===== config.mk =====
export PLATFORM = sky130hd
export DESIGN_NAME = vid_line_timer
export DESIGN_NICKNAME = d
export VERILOG_FILES = /design/src/rtl/vlt_pkg.sv /design/src/rtl/vlt_code_detect.sv /design/src/rtl/vlt_hcounter.sv /design/src/rtl/vlt_out_pipe.sv /design/src/rtl/vid_line_timer.sv
export SDC_FILE = /design/constraint.sdc
export NUM_CORES = 1
export LEC_CHECK = 0
export BUFFER_PORTS_ARGS = -buffer_cell sky130_fd_sc_hd__buf_2
export CAP_MARGIN = 20
export CORE_MARGIN = 2
export CORE_UTILIZATION = 45
export DETAILED_ROUTE_END_ITERATION = 8
export HOLD_SLACK_MARGIN = 0.15
export PLACE_DENSITY = 0.68
export SLEW_MARGIN = 25
export SYNTH_ARGS = -nofsm -noshare
export SYNTH_HDL_FRONTEND = slang
export SYNTH_HIERARCHICAL = 1
export SYNTH_SLANG_ARGS = --single-unit

===== constraint.sdc =====
create_clock -name clk -period 2.9 [get_ports clk]
set_input_delay 0.145 -clock clk [delete_from_list [all_inputs] [get_ports clk]]
set_output_delay 0.145 -clock clk [all_outputs]
set_load 0.02 [all_outputs]

===== src/rtl/vlt_pkg.sv =====
package vlt_pkg;

    typedef enum logic [1:0] {
        COMP_CB = 2'd0,
        COMP_YA = 2'd1,
        COMP_CR = 2'd2,
        COMP_YB = 2'd3
    } comp_e;

    localparam logic [2:0] REG_WIN_START  = 3'd0;
    localparam logic [2:0] REG_WIN_END    = 3'd1;
    localparam logic [2:0] REG_LINE_TOTAL = 3'd2;
    localparam logic [2:0] REG_SYNC_START = 3'd3;
    localparam logic [2:0] REG_SYNC_END   = 3'd4;
    localparam logic [2:0] REG_CTRL       = 3'd5;

    localparam int CTRL_REF_EMB = 0;
    localparam int CTRL_VLD_POL = 1;
    localparam int CTRL_FLD_POL = 2;

    localparam int XY_H = 4;
    localparam int XY_V = 5;
    localparam int XY_F = 6;

endpackage


===== src/rtl/vlt_code_detect.sv =====
module vlt_code_detect #(
    parameter int DATA_W = 8
) (
    input  logic              clk,
    input  logic              rst_n,
    input  logic [DATA_W-1:0] din,
    output logic              hit,
    output logic              h_bit,
    output logic              v_bit,
    output logic              f_bit
);
    import vlt_pkg::*;

    typedef struct packed {
        logic [DATA_W-1:0] h1;
        logic [DATA_W-1:0] h2;
        logic [DATA_W-1:0] h3;
    } hist_t;

    hist_t st_d, st_q;

    always_comb begin
        st_d    = st_q;
        st_d.h1 = din;
        st_d.h2 = st_q.h1;
        st_d.h3 = st_q.h2;
        hit     = (st_q.h3 == '1) && (st_q.h2 == '0) && (st_q.h1 == '0);
        h_bit   = din[XY_H];
        v_bit   = din[XY_V];
        f_bit   = din[XY_F];
    end

    always_ff @(posedge clk or negedge rst_n) begin
        if (!rst_n) st_q <= '0;
        else        st_q <= st_d;
    end

endmodule


===== src/rtl/vlt_hcounter.sv =====
module vlt_hcounter #(
    parameter int CNT_W = 12
) (
    input  logic             clk,
    input  logic             rst_n,
    input  logic             restart,
    input  logic [CNT_W-1:0] total,
    output logic [CNT_W-1:0] cnt
);
    localparam logic [CNT_W-1:0] ONE = CNT_W'(1);

    logic [CNT_W-1:0] cnt_d, cnt_q;

    always_comb begin
        if (restart)                   cnt_d = '0;
        else if (cnt_q >= total - ONE) cnt_d = '0;
        else                           cnt_d = cnt_q + ONE;
    end

    always_ff @(posedge clk or negedge rst_n) begin
        if (!rst_n) cnt_q <= '0;
        else        cnt_q <= cnt_d;
    end

    assign cnt = cnt_q;

endmodule


===== src/rtl/vlt_out_pipe.sv =====
module vlt_out_pipe #(
    parameter int DATA_W = 8,
    parameter int CNT_W  = 12,
    parameter int DEPTH  = 3
) (
    input  logic              clk,
    input  logic              rst_n,
    input  logic [DATA_W-1:0] din,
    input  logic [CNT_W-1:0]  cnt,
    input  logic [CNT_W-1:0]  win_start,
    input  logic [CNT_W-1:0]  win_end,
    input  logic [CNT_W-1:0]  sync_start,
    input  logic [CNT_W-1:0]  sync_end,
    input  logic              sync_en,
    output logic [DATA_W-1:0] dout,
    output logic              win,
    output vlt_pkg::comp_e    comp,
    output logic              sync,
    output logic              half_clk
);
    import vlt_pkg::*;

    typedef struct packed {
        logic [DATA_W-1:0] data;
        logic              win;
        comp_e             comp;
        logic              sync;
    } stage_t;

    typedef struct packed {
        stage_t [DEPTH-1:0] stg;
        logic               half;
    } pipe_t;

    pipe_t  st_d, st_q;
    stage_t entry;
    logic   feed_win;

    // Window, tag and sync decided at pipeline entry, then carried with the byte
    always_comb begin
        entry.data = din;
        entry.win  = (win_end > win_start) && (cnt >= win_start) && (cnt <= win_end);
        entry.comp = entry.win ? comp_e'(cnt[1:0] - win_start[1:0]) : COMP_CB;
        entry.sync = sync_en && (cnt >= sync_start) && (cnt < sync_end);
    end

    generate
        if (DEPTH == 1) begin : g_single
            assign feed_win = entry.win;
        end else begin : g_chain
            assign feed_win = st_q.stg[DEPTH-2].win;
        end
    endgenerate

    always_comb begin
        st_d        = st_q;
        st_d.stg[0] = entry;
        for (int i = 1; i < DEPTH; i++) begin
            st_d.stg[i] = st_q.stg[i-1];
        end
        // Re-phase on the window leading edge, free toggle elsewhere
        if (feed_win && !st_q.stg[DEPTH-1].win) st_d.half = 1'b1;
        else                                    st_d.half = ~st_q.half;
    end

    always_ff @(posedge clk or negedge rst_n) begin
        if (!rst_n) st_q <= '0;
        else        st_q <= st_d;
    end

    assign dout     = st_q.stg[DEPTH-1].data;
    assign win      = st_q.stg[DEPTH-1].win;
    assign comp     = st_q.stg[DEPTH-1].comp;
    assign sync     = st_q.stg[DEPTH-1].sync;
    assign half_clk = st_q.half;

endmodule


===== src/rtl/vid_line_timer.sv =====
module vid_line_timer #(
    parameter int DATA_W         = 8,
    parameter int CNT_W          = 12,
    parameter int PIPE_DEPTH     = 3,
    parameter int RST_WIN_START  = 8,
    parameter int RST_WIN_END    = 39,
    parameter int RST_LINE_TOTAL = 64,
    parameter int RST_SYNC_START = 0,
    parameter int RST_SYNC_END   = 4
) (
    input  logic              clk,
    input  logic              rst_n,
    input  logic [DATA_W-1:0] din,
    input  logic              hsync_in,
    input  logic              vblank_in,
    input  logic              field_in,
    input  logic              wr_en,
    input  logic [2:0]        wr_addr,
    input  logic [CNT_W-1:0]  wr_data,
    output logic [DATA_W-1:0] dout,
    output logic              window_o,
    output logic [1:0]        comp_o,
    output logic              sync_o,
    output logic              half_clk_o,
    output logic              valid_line_o,
    output logic              field_o
);
    import vlt_pkg::*;

    typedef struct packed {
        logic [CNT_W-1:0] win_start;
        logic [CNT_W-1:0] win_end;
        logic [CNT_W-1:0] line_total;
        logic [CNT_W-1:0] sync_start;
        logic [CNT_W-1:0] sync_end;
        logic             ref_emb;
        logic             vld_pol;
        logic             fld_pol;
        logic             hs_prev;
        logic             line_valid;
        logic             field_odd;
    } top_t;

    top_t st_d, st_q;

    logic             code_hit, code_h, code_v, code_f;
    logic             restart;
    logic [CNT_W-1:0] cnt;
    comp_e            pipe_comp;

    vlt_code_detect #(.DATA_W(DATA_W)) u_detect (
        .clk   (clk),
        .rst_n (rst_n),
        .din   (din),
        .hit   (code_hit),
        .h_bit (code_h),
        .v_bit (code_v),
        .f_bit (code_f)
    );

    always_comb begin
        if (st_q.ref_emb) restart = code_hit && !code_h;
        else              restart = hsync_in && !st_q.hs_prev;
    end

    vlt_hcounter #(.CNT_W(CNT_W)) u_count (
        .clk     (clk),
        .rst_n   (rst_n),
        .restart (restart),
        .total   (st_q.line_total),
        .cnt     (cnt)
    );

    vlt_out_pipe #(.DATA_W(DATA_W), .CNT_W(CNT_W), .DEPTH(PIPE_DEPTH)) u_pipe (
        .clk        (clk),
        .rst_n      (rst_n),
        .din        (din),
        .cnt        (cnt),
        .win_start  (st_q.win_start),
        .win_end    (st_q.win_end),
        .sync_start (st_q.sync_start),
        .sync_end   (st_q.sync_end),
        .sync_en    (st_q.ref_emb),
        .dout       (dout),
        .win        (window_o),
        .comp       (pipe_comp),
        .sync       (sync_o),
        .half_clk   (half_clk_o)
    );

    always_comb begin
        st_d = st_q;
        if (wr_en) begin
            case (wr_addr)
                REG_WIN_START:  st_d.win_start  = wr_data;
                REG_WIN_END:    st_d.win_end    = wr_data;
                REG_LINE_TOTAL: st_d.line_total = wr_data;
                REG_SYNC_START: st_d.sync_start = wr_data;
                REG_SYNC_END:   st_d.sync_end   = wr_data;
                REG_CTRL: begin
                    st_d.ref_emb = wr_data[CTRL_REF_EMB];
                    st_d.vld_pol = wr_data[CTRL_VLD_POL];
                    st_d.fld_pol = wr_data[CTRL_FLD_POL];
                end
                default: ;
            endcase
        end
        st_d.hs_prev = hsync_in;
        if (restart) begin
            if (st_q.ref_emb) begin
                st_d.line_valid = ~code_v;
                st_d.field_odd  = ~code_f;
            end else begin
                st_d.line_valid = ~vblank_in;
                st_d.field_odd  = field_in;
            end
        end
    end

    always_ff @(posedge clk or negedge rst_n) begin
        if (!rst_n) begin
            st_q            <= '0;
            st_q.win_start  <= CNT_W'(RST_WIN_START);
            st_q.win_end    <= CNT_W'(RST_WIN_END);
            st_q.line_total <= CNT_W'(RST_LINE_TOTAL);
            st_q.sync_start <= CNT_W'(RST_SYNC_START);
            st_q.sync_end   <= CNT_W'(RST_SYNC_END);
        end else begin
            st_q <= st_d;
        end
    end

    assign comp_o       = pipe_comp;
    assign valid_line_o = st_q.line_valid ^ st_q.vld_pol;
    assign field_o      = st_q.field_odd ^ st_q.fld_pol;

endmodule


==> flow_summary.ini, run 1 <==
[sta]
fin_crit_ns = 2.59
final.period_utilization = 0.891
finalSetupTns_ns = 0
fin_ws_ns = 0.315
tightest_slew_ns = 0.761
fin_skew_ns = 0.00843
setup_viol = 0
drv_slew = 0
slew_headroom = 0.490
fmax_ghz = 0.387
hold_viol = 0
grt_setup_unrepaired = no

[drt]
wl_per_cell_um = 17.6
dr.pass1.iters = 4
dr_total_vias = 4242
drc = 0
avgViaCountPerCell = 5.28
drtIter0Drc = 216
detail-route-antenna-nets = 0
finalWirelength_mm = 14.1

[floorplanning]
die_w_um = 127
initial_utilization = 0.463
rows = 44
die_area_mm2 = 0.0161
ioPinCount = 44
coreArea_mm2 = 0.0146
die_h_um = 127

[global_routing]
grt_pass1_vias = 4529
track_usage = 0.194
overflow = 0
grt_pass1_wl_mm = 23.7
grt_max_degree = 78
grt_antenna_before_repair = 0

[placed_design]
io_buffers = 43
hpwlAfterDp_mm = 9.94
gp_congestion = 0.904
pre_cts_ws_ns = 0.124

[critical_path]
path_class = flip-flop to flip-flop
crit_required_ns = 3.25
cp-end-kind = flip-flop
critPathLaunchType = flip-flop
crit_arrival_ns = 2.93
crit_path_max_fanout = 12
r2r_slack_ns = 0.31

[clock_network]
numCtsBuffers = 17
clk_pin_slew_worst_paths_ns = 0.06
clockRootBuffer = clkbuf_16
cts_tree = done
htreeDepth = 4
clk_latency_ns = 0.43
cts_setup_buffers = 0
cts_sinks = 139
clock_path_buffers = 2

[logic_synthesis]
ys_ff_latch = 139
syn-num-nets = 631
synth_area_mm2 = 0.00679
synth_simple_gate_area_frac = 0.105
synth_edf_count = 0
synth-compound-area-share = 0.0522
seq_area_frac_synth = 0.514
ys_types = 54
synth_top_family_by_area = adder cells
synth_fa_ha_area_frac = 0.138
async_reset_ff_frac = 1.00
synth_flop_cell = dfrtp_1
synth_xor_area_frac = 0.0284
synth.mux.area_fraction = 0.121
ys.warnings.count = 6
synth_area_per_cell_um2 = 12.9
syn_inst = 528

[power]
p_sw_frac = 0.304
leakagePower_nw = 3.83
p_comb_frac = 0.234
peakVddDrop_v = 0.000456
clock_power_share = 0.347
cellPowerDensity_mw_per_mm2 = 751
p_sw_mw = 1.82
power.internal_mw = 4.18
seq_power_share = 0.419

[final_layout]
diodes = 0
final_common_cell = dfrtp_1
num-nets-final = 709
drive_above_1_share = 0.263
fill_cells = 1220
area_delta_synth_final_pct = 17.8
register_area_mm2 = 0.00349
final_cell_mix = dfrtp_1 (132), ha_1 (73), inv_1 (54)
multi_input_area_mm2 = 0.00302

[min_path]
hp-class = input pin to flip-flop

[outcome]
outcome = finished clean

[run]
drv_cap = 0
-- state kept, by name, indices dropped and copies added (netlist names) --
signal           flops
st_q                66
u_pipe/st_d         23
u_detect/st_d       16
u_count/cnt         12
u_detect/st_q        8
u_pipe/dout          8
u_pipe/comp          2
u_pipe/feed_win      1
u_pipe/half_clk      1
u_pipe/sync          1
u_pipe/win           1
-- per-layer routing --
metal | GRT usage | part of all wire | up-vias
li1 | - | - | 2030
met1 | 0.250 | 0.47 | 2104
met2 | 0.310 | 0.47 | 77
met3 | 0.0527 | 0.032 | 31
met4 | 0.0821 | 0.031 | 0
met5 | 0 | 0 | -
-- what timing repair did --
item                                    CTS  global route
hold endpoints to repair                144             0
resized for setup                         0             1
endpoints found under the setup margin    0            12
hold buffers                             23             0
-- power groups by stage --
stage / clock (mW) / combinational [mW] / sequential [mW]
3_5_place_dp: 0 / 1.36 / 2.54
3_3_place_gp: 0 / 1.29 / 2.53
6_report: 2.09 / 1.40 / 2.51
5_1_grt: 2.22 / 1.61 / 2.56
2_1_floorplan: 0 / 0.995 / 2.46
4_1_cts: 2.14 / 1.39 / 2.51
-- stage by stage --
step                total power [mW]  hold slack, ns  area (um^2)  std cells  utilization
floorplan                       3.46          -0.151         6790        528            -
global placement                3.81           0.155         7180        748        0.490
detailed placement              3.91           0.169         7180        748        0.490
CTS                             6.05           0.167         7990        803        0.546
global route                    6.39           0.213         7990        803        0.546
finish                          6.01           0.173         7990        803        0.546
-- cell usage after synthesis, drive strengths merged, types with 5 or more instances --
library cell,number,share of area
a211oi,7,0.0077
a21o,5,0.0055
a21oi,23,0.017
buf,9,0.012
dfrtp,132,0.49
dfstp,7,0.027
ha,73,0.13
inv,54,0.030
mux2,63,0.12
nand2,17,0.0098
nand3,7,0.0052
nand4,14,0.013
nor2,24,0.013
nor2b,5,0.0057
nor3,9,0.0081
nor4,7,0.011
o21ai,13,0.0096
xnor2,11,0.014
xor2,11,0.014
-- critical path: stages, from the launching register on --
cell and delay [ns]:
dfrtp_1 0.41, inv_1 0.11, ha_1 0.20, nand2_1 0.09
or2_1 0.26, nor4_1 0.27, xnor2_1 0.12, ha_1 0.20
a211oi_1 0.23, nor2_1 0.08, nor3_1 0.17, o21ai_2 0.20
nor2_1 0.16
-- final timing paths --
path / start / cells past startpoint / end
hold reg to reg: u_pipe/st_d[14]$_DFF_PN0_ / 0 / u_pipe/st_d[26]$_DFF_PN0_
hold / removal: field_in / 3 / st_q[0]$_DFFE_PN0P_
min in group asynchronous: rst_n / 2 / u_pipe/comp[0]$_DFF_PN0_
setup reg to reg: st_q[30]$_DFFE_PN0P_ / 12 / u_count/cnt[4]$_DFF_PN0_
setup / recovery: st_q[30]$_DFFE_PN0P_ / 12 / u_count/cnt[4]$_DFF_PN0_
max in group asynchronous: rst_n / 3 / st_q[36]$_DFFE_PN1P_
-- logic make-up after synthesis --
| group | count (synthesis) |
|---|---|
| AOI/OAI and AO/OA | 57 |
| xor gates and xnor gates | 22 |
| adders and majority gates | 74 |
| buffers and inverters | 63 |
| DFF | 139 |
| muxes | 63 |
| and+or+nand+nor | 110 |
-- layout make-up --
class / count / area share
clock buffer: 21 / 0.0589
multi-input combinational: 326 / 0.377
clock inverter: 11 / 0.0135
inverter: 54 / 0.0254
tap: 184 / 0.0288
timing repair buffer: 68 / 0.0600
sequential: 139 / 0.436
No activity file was read; power rests on OpenSTA's default activity.
==> run 2: changes to the inputs <==
ABC_AREA = 1   (was unset)
SYNTH_HIERARCHICAL = unset   (was 1)
==> run 2 against run 1 <==
Against the previous run: critical path depth increased by 3; sequential power down 17%; final cell count grew 22%; non-clock buffer count rose by 1; area after synthesis down 9.1%; critical path type unchanged; critical endpoint is now u_count.cnt[10]$_DFF_PN0_; largest cell class unchanged.
==> flow_summary.ini, run 2 <==
[outcome]
outcome = finished clean

[logic_synthesis]
syn_inst = 711
ys_ff_latch = 115
synth_top_area_frac = 0.438
synth_area_leaders = dfrtp_1 (44%), ha_1 (15%), nand2_1 (11%), inv_1 (6.3%), o21ai_0 (5.4%)
yosysMostFrequentCell = nand2_1
yosysTopAreaCell = dfrtp_1
ys_types = 34
syn-num-nets = 814
ys.warnings.count = 0
synth_commonest_cells = nand2_1 (174), dfrtp_1 (108), inv_1 (104)
synth_area_per_cell_um2 = 8.68
synth_flop_cell = dfrtp_1
synth_area_mm2 = 0.00617
async_reset_ff_frac = 1.00
seq_area_frac_synth = 0.468
synth_edf_count = 0

[placed_design]
io_buffers = 43
hpwlAfterDp_mm = 9.66
gp_congestion = 0.860

[floorplanning]
coreArea_mm2 = 0.0133
die_w_um = 121
initial_utilization = 0.464
die_area_mm2 = 0.0147
die_h_um = 121
ioPinCount = 44
rows = 42

[clock_network]
htreeDepth = 4
numCtsBuffers = 17
clk_latency_ns = 0.42
cts_resized = 0
clockRootBuffer = clkbuf_16
cts_sinks = 115
cts_tree = done
clk_pin_slew_worst_paths_ns = 0.06
clock_path_buffers = 2

[min_path]
hold_depth = 4
hp-class = input pin to flip-flop
min_to = st_q[5]$_DFFE_PN0P_
holdCritStartpoint = wr_addr[1]

[critical_path]
critPathLaunchType = flip-flop
r2r_slack_ns = 0.42
cpPeakStageDelay_ns = 0.40
r2r_start = st_q[30]$_DFFE_PN0P_
worst-path-buf-inv = 2
crit_arrival_ns = 2.78
crit_slowest_cell = dfrtp_1
path_cells = inv_1 -> ha_1 -> nand3_2 -> nor2_2 -> nand3b_1 -> xor2_1 -> inv_1 -> ha_1 -> nand2_1 -> nor2_1 -> nand2_1 -> a21oi_1 -> nor2_1 -> nand2_2 -> nor2_1
crit_path_max_fanout = 10
cp_common_cell = nor2_1
ff2ff_path_depth = 15
crit_required_ns = 3.20
cp.depth = 15
cp-end-kind = flip-flop
path_class = flip-flop to flip-flop
cp_top_family = simple AND/OR/NAND/NOR gates
r2r-end = u_count.cnt[10]$_DFF_PN0_

[power]
cellPowerDensity_mw_per_mm2 = 746
peakVddDrop_v = 0.000485
power_mw = 5.54
leakagePower_nw = 3.92

[global_routing]
grt_max_degree = 55
overflow = 0
track_usage = 0.208
grt_pass1_vias = 4831
grt_antenna_before_repair = 0
grt_pass1_wl_mm = 23.1

[sta]
tightest_slew_ns = 0.744
final.period_utilization = 0.854
grt_setup_unrepaired = no
fin_skew_ns = 0.00496
setup_viol = 0
fin_crit_ns = 2.48
fmax_ghz = 0.404
drv_slew = 0
finalSetupTns_ns = 0
slew_headroom = 0.503
hold_viol = 0

[drt]
dr_total_vias = 4803
drc = 0
detail-route-antenna-nets = 0
finalWirelength_mm = 13.7
dr.pass1.iters = 5
wl_per_cell_um = 14.0
drtIter0Drc = 307
avgViaCountPerCell = 4.91

[final_layout]
final_cell_mix = nand2_1 (174), dfrtp_1 (108), inv_1 (104)
fill_cells = 1201
multi_input_area_mm2 = 0.00284
num-nets-final = 892
drive_above_1_share = 0.131
register_area_mm2 = 0.00289
largest_reg_flops = 66
diodes = 0
final_common_cell = nand2_1
regMostFlops = st_q
area_delta_synth_final_pct = 20.3

[run]
drv_cap = 0
## run 2: kinds of logic (layout without fill, tap and decap cells)
logic type | Yosys count | count (layout) | share of synthesized area
flip-flops | 115 | 115 | 0.468
adder cells (fa/ha/maj) | 74 | 74 | 0.151
buffers and inverters | 117 | 208 | 0.0722
AO/OA/AOI/OAI | 107 | 107 | 0.0909
AND/OR/NAND/NOR | 283 | 283 | 0.197
XOR/XNOR | 15 | 15 | 0.0213
## run 2: cell type report
cell class	count	area share
repair buffers	69	0.0654
clock inverters	13	0.0202
well taps	176	0.0297
multi-input cells	479	0.382
clock buffers	19	0.0597
flip-flops and latches	115	0.389
inverters	107	0.0541
## run 2: power breakdown
| part | switching (mW) | internal (mW) | total, mW |
|---|---|---|---|
| combinational | 0.836 | 0.554 | 1.39 |
| clock | 0.775 | 1.30 | 2.07 |
| sequential | 0.218 | 1.86 | 2.08 |
## run 2: what timing repair did
item,CTS,global route
setup endpoints to repair,0,0
hold buffers,24,0
hold endpoints to repair,117,0
setup buffers,0,0
## run 2: through the flow
step | worst slack (ns) | std cells | hold WS, ns | area, um^2 | util
floorplan | 0.732 | 711 | -0.151 | 6170 | -
global placement | 0.539 | 922 | 0.230 | 6590 | 0.496
detailed placement | 0.435 | 922 | 0.235 | 6590 | 0.496
CTS | 0.421 | 978 | 0.192 | 7420 | 0.558
global route | 0.172 | 978 | 0.241 | 7420 | 0.558
finish | 0.424 | 978 | 0.204 | 7420 | 0.558
## run 2: worst max-delay path by stage
| stage | start | to | slack [ns] |
|---|---|---|---|
| global placement | st_q[30]$_DFFE_PN0P_ | u_count.cnt[1]$_DFF_PN0_ | 0.54 |
| detailed placement | st_q[30]$_DFFE_PN0P_ | u_count.cnt[1]$_DFF_PN0_ | 0.43 |
| global route | st_q[31]$_DFFE_PN0P_ | u_count.cnt[1]$_DFF_PN0_ | 0.17 |
| CTS | st_q[30]$_DFFE_PN0P_ | u_count.cnt[1]$_DFF_PN0_ | 0.42 |
| finish | st_q[30]$_DFFE_PN0P_ | u_count.cnt[10]$_DFF_PN0_ | 0.42 |
| floorplan | st_q[30]$_DFFE_PN0P_ | u_count.cnt[0]$_DFF_PN0_ | 0.73 |
## run 2: layer usage
layer | up-vias | routed length, um | GRT usage
met5 | - | 0 | 0
met4 | 0 | 256 | 0.0996
met3 | 19 | 579 | 0.0489
met2 | 92 | 6550 | 0.336
met1 | 2243 | 6300 | 0.263
li1 | 2449 | - | -
## run 2: worst min-delay path: cells and delay by family
kind,cells,cell delay (ns)
AND/OR/NAND/NOR,2,0.22
buffers and inverters,1,0.12
AO/OA/AOI/OAI,1,0.10
==> run 3: changes to the inputs <==
clock period = 2.37 ns   (was 2.9 ns; I/O delays follow)
==> run 3 against run 2 <==
Against the previous run: sequential share of layout area fell by 0.55 points; core utilization rose by 0.86 points; first-iteration DRC count fell by 0.65%; clock skew rose by 0.0024 ns; worst hold slack got worse by 0.025 ns; power rose by 22%; clock power rose by 18%; die area did not move; combinational power rose by 27%; worst setup slack got worse by 0.38 ns; critical endpoint is now u_count.cnt[8]$_DFF_PN0_; largest power group unchanged; highest routed layer unchanged.
==> flow_summary.ini, run 3 (synthesized netlist as in run 2, its figures left out) <==
[floorplanning]
die_w_um = 121
initial_utilization = 0.464
ioPinCount = 44
die_area_mm2 = 0.0147
coreArea_mm2 = 0.0133
die_h_um = 121
rows = 42

[final_layout]
post-route-util = 0.567
drive_above_1_share = 0.165
final_cell_area_mm2 = 0.00754
fill_cells = 1154
largest_reg_flops = 66
register_area_mm2 = 0.00289
final_common_cell = nand2_1
final_cell_mix = nand2_1 (173), dfrtp_1 (106), inv_1 (102)
diodes = 0
multi_input_area_mm2 = 0.00292
final_cells = 987
area_delta_synth_final_pct = 22.2
regMostFlops = st_q
num-nets-final = 901

[power]
seq_power_share = 0.376
p_sw_mw = 2.31
leakagePower_nw = 3.95
cellPowerDensity_mw_per_mm2 = 898
power_mw = 6.77
power.internal_mw = 4.46
peakVddDrop_v = 0.000623
p_sw_frac = 0.341
clock_power_share = 0.362
p_comb_frac = 0.261

[placed_design]
place_area_mm2 = 0.00661
gp_congestion = 0.854
hpwlAfterDp_mm = 9.90
placed_cells = 926
pre_cts_ws_ns = -0.0323
io_buffers = 43

[clock_network]
clock_path_buffers = 2
cts_tree = done
cts_sinks = 115
htreeDepth = 4
clockRootBuffer = clkbuf_16
clk_latency_ns = 0.42
clk_pin_slew_worst_paths_ns = 0.06
numCtsBuffers = 17

[sta]
final.period_utilization = 0.980
grt_setup_unrepaired = yes
fin_crit_ns = 2.32
tightest_slew_ns = 0.728
fin_skew_ns = 0.00740
slew_headroom = 0.513
fin_ws_ns = 0.0472
hold_viol = 0
finalSetupTns_ns = 0
setup_viol = 0
hold-worst-slack_ns = 0.179
fmax_ghz = 0.431
drv_slew = 0

[global_routing]
track_usage = 0.206
grt_antenna_before_repair = 0
grt_pass1_vias = 4858
overflow = 0
grt_max_degree = 51
grt_pass1_wl_mm = 23.3

[drt]
drc = 0
dr.pass1.iters = 5
wl_per_cell_um = 14.1
finalWirelength_mm = 13.9
avgViaCountPerCell = 4.94
dr_total_vias = 4876
drtIter0Drc = 305
detail-route-antenna-nets = 0

[critical_path]
cp.depth = 11
worst-path-buf-inv = 0
path_class = flip-flop to flip-flop
cp-end-kind = flip-flop
path_cells = or2_1 -> nor3b_2 -> nand3_1 -> xor2_1 -> ha_1 -> a21oi_2 -> o21a_1 -> nand2_2 -> nor2_4 -> nand2_4 -> nor2_2
ff2ff_path_depth = 11
cpPeakStageDelay_ns = 0.41
cp_top_family = simple AND/OR/NAND/NOR gates
crit_required_ns = 2.72
critPathLaunchType = flip-flop
crit_path_max_fanout = 5
crit_slowest_cell = dfrtp_1
crit_arrival_ns = 2.67

[outcome]
outcome = finished clean

[min_path]
hp-class = input pin to flip-flop
hold_depth = 4

[run]
drv_cap = 0
run 3: tightest hold or removal path, cell delays in order:
cell and delay (ns):
buf_2 0.13, nor2_1 0.07, nand2_1 0.14, o21ai_0 0.09
run 3: metal layers:
layer  track usage  share of wire  up-vias
li1              -              -     2453
met1         0.276           0.48     2316
met2         0.337           0.47       94
met3        0.0371          0.037       13
met4        0.0727          0.014        0
met5             0              0        -
run 3: final cells by class:
cell class	instances	area share
multi-input combinational	480	0.388
clock buffer	17	0.0564
clock inverter	15	0.0194
inverter	107	0.0533
timing repair buffer	77	0.0707
sequential	115	0.383
tap	176	0.0292
run 3: final timing paths:
kind	from	end	slack, ns
max in group asynchronous	rst_n	st_q[36]$_DFFE_PN1P_	1.32
worst max-delay path	st_q[35]$_DFFE_PN0P_	u_count.cnt[8]$_DFF_PN0_	0.05
min in group asynchronous	rst_n	st_q[19]$_DFFE_PN0P_	0.26
worst min register to register	u_pipe.st_d[26]$_DFF_PN0_	u_pipe.comp[0]$_DFF_PN0_	0.35
worst min-delay path	wr_addr[1]	st_q[5]$_DFFE_PN0P_	0.18
worst max register to register	st_q[35]$_DFFE_PN0P_	u_count.cnt[8]$_DFF_PN0_	0.05
run 3: repair_timing:
action,CTS,global route
cloned,1,0
buffers inserted,0,4
gates resized for setup,5,21
endpoints found under the hold margin,123,0
setup endpoints to repair,10,12
pin swaps,2,17
hold buffers,24,0
run 3: power groups by stage:
stage	Sequential, mW	Combinational [mW]	Clock [mW]
2_1_floorplan	2.51	1.20	0
3_3_place_gp	2.56	1.58	0
3_5_place_dp	2.57	1.67	0
4_1_cts	2.54	1.72	2.49
5_1_grt	2.59	2.08	2.60
6_report	2.55	1.77	2.45
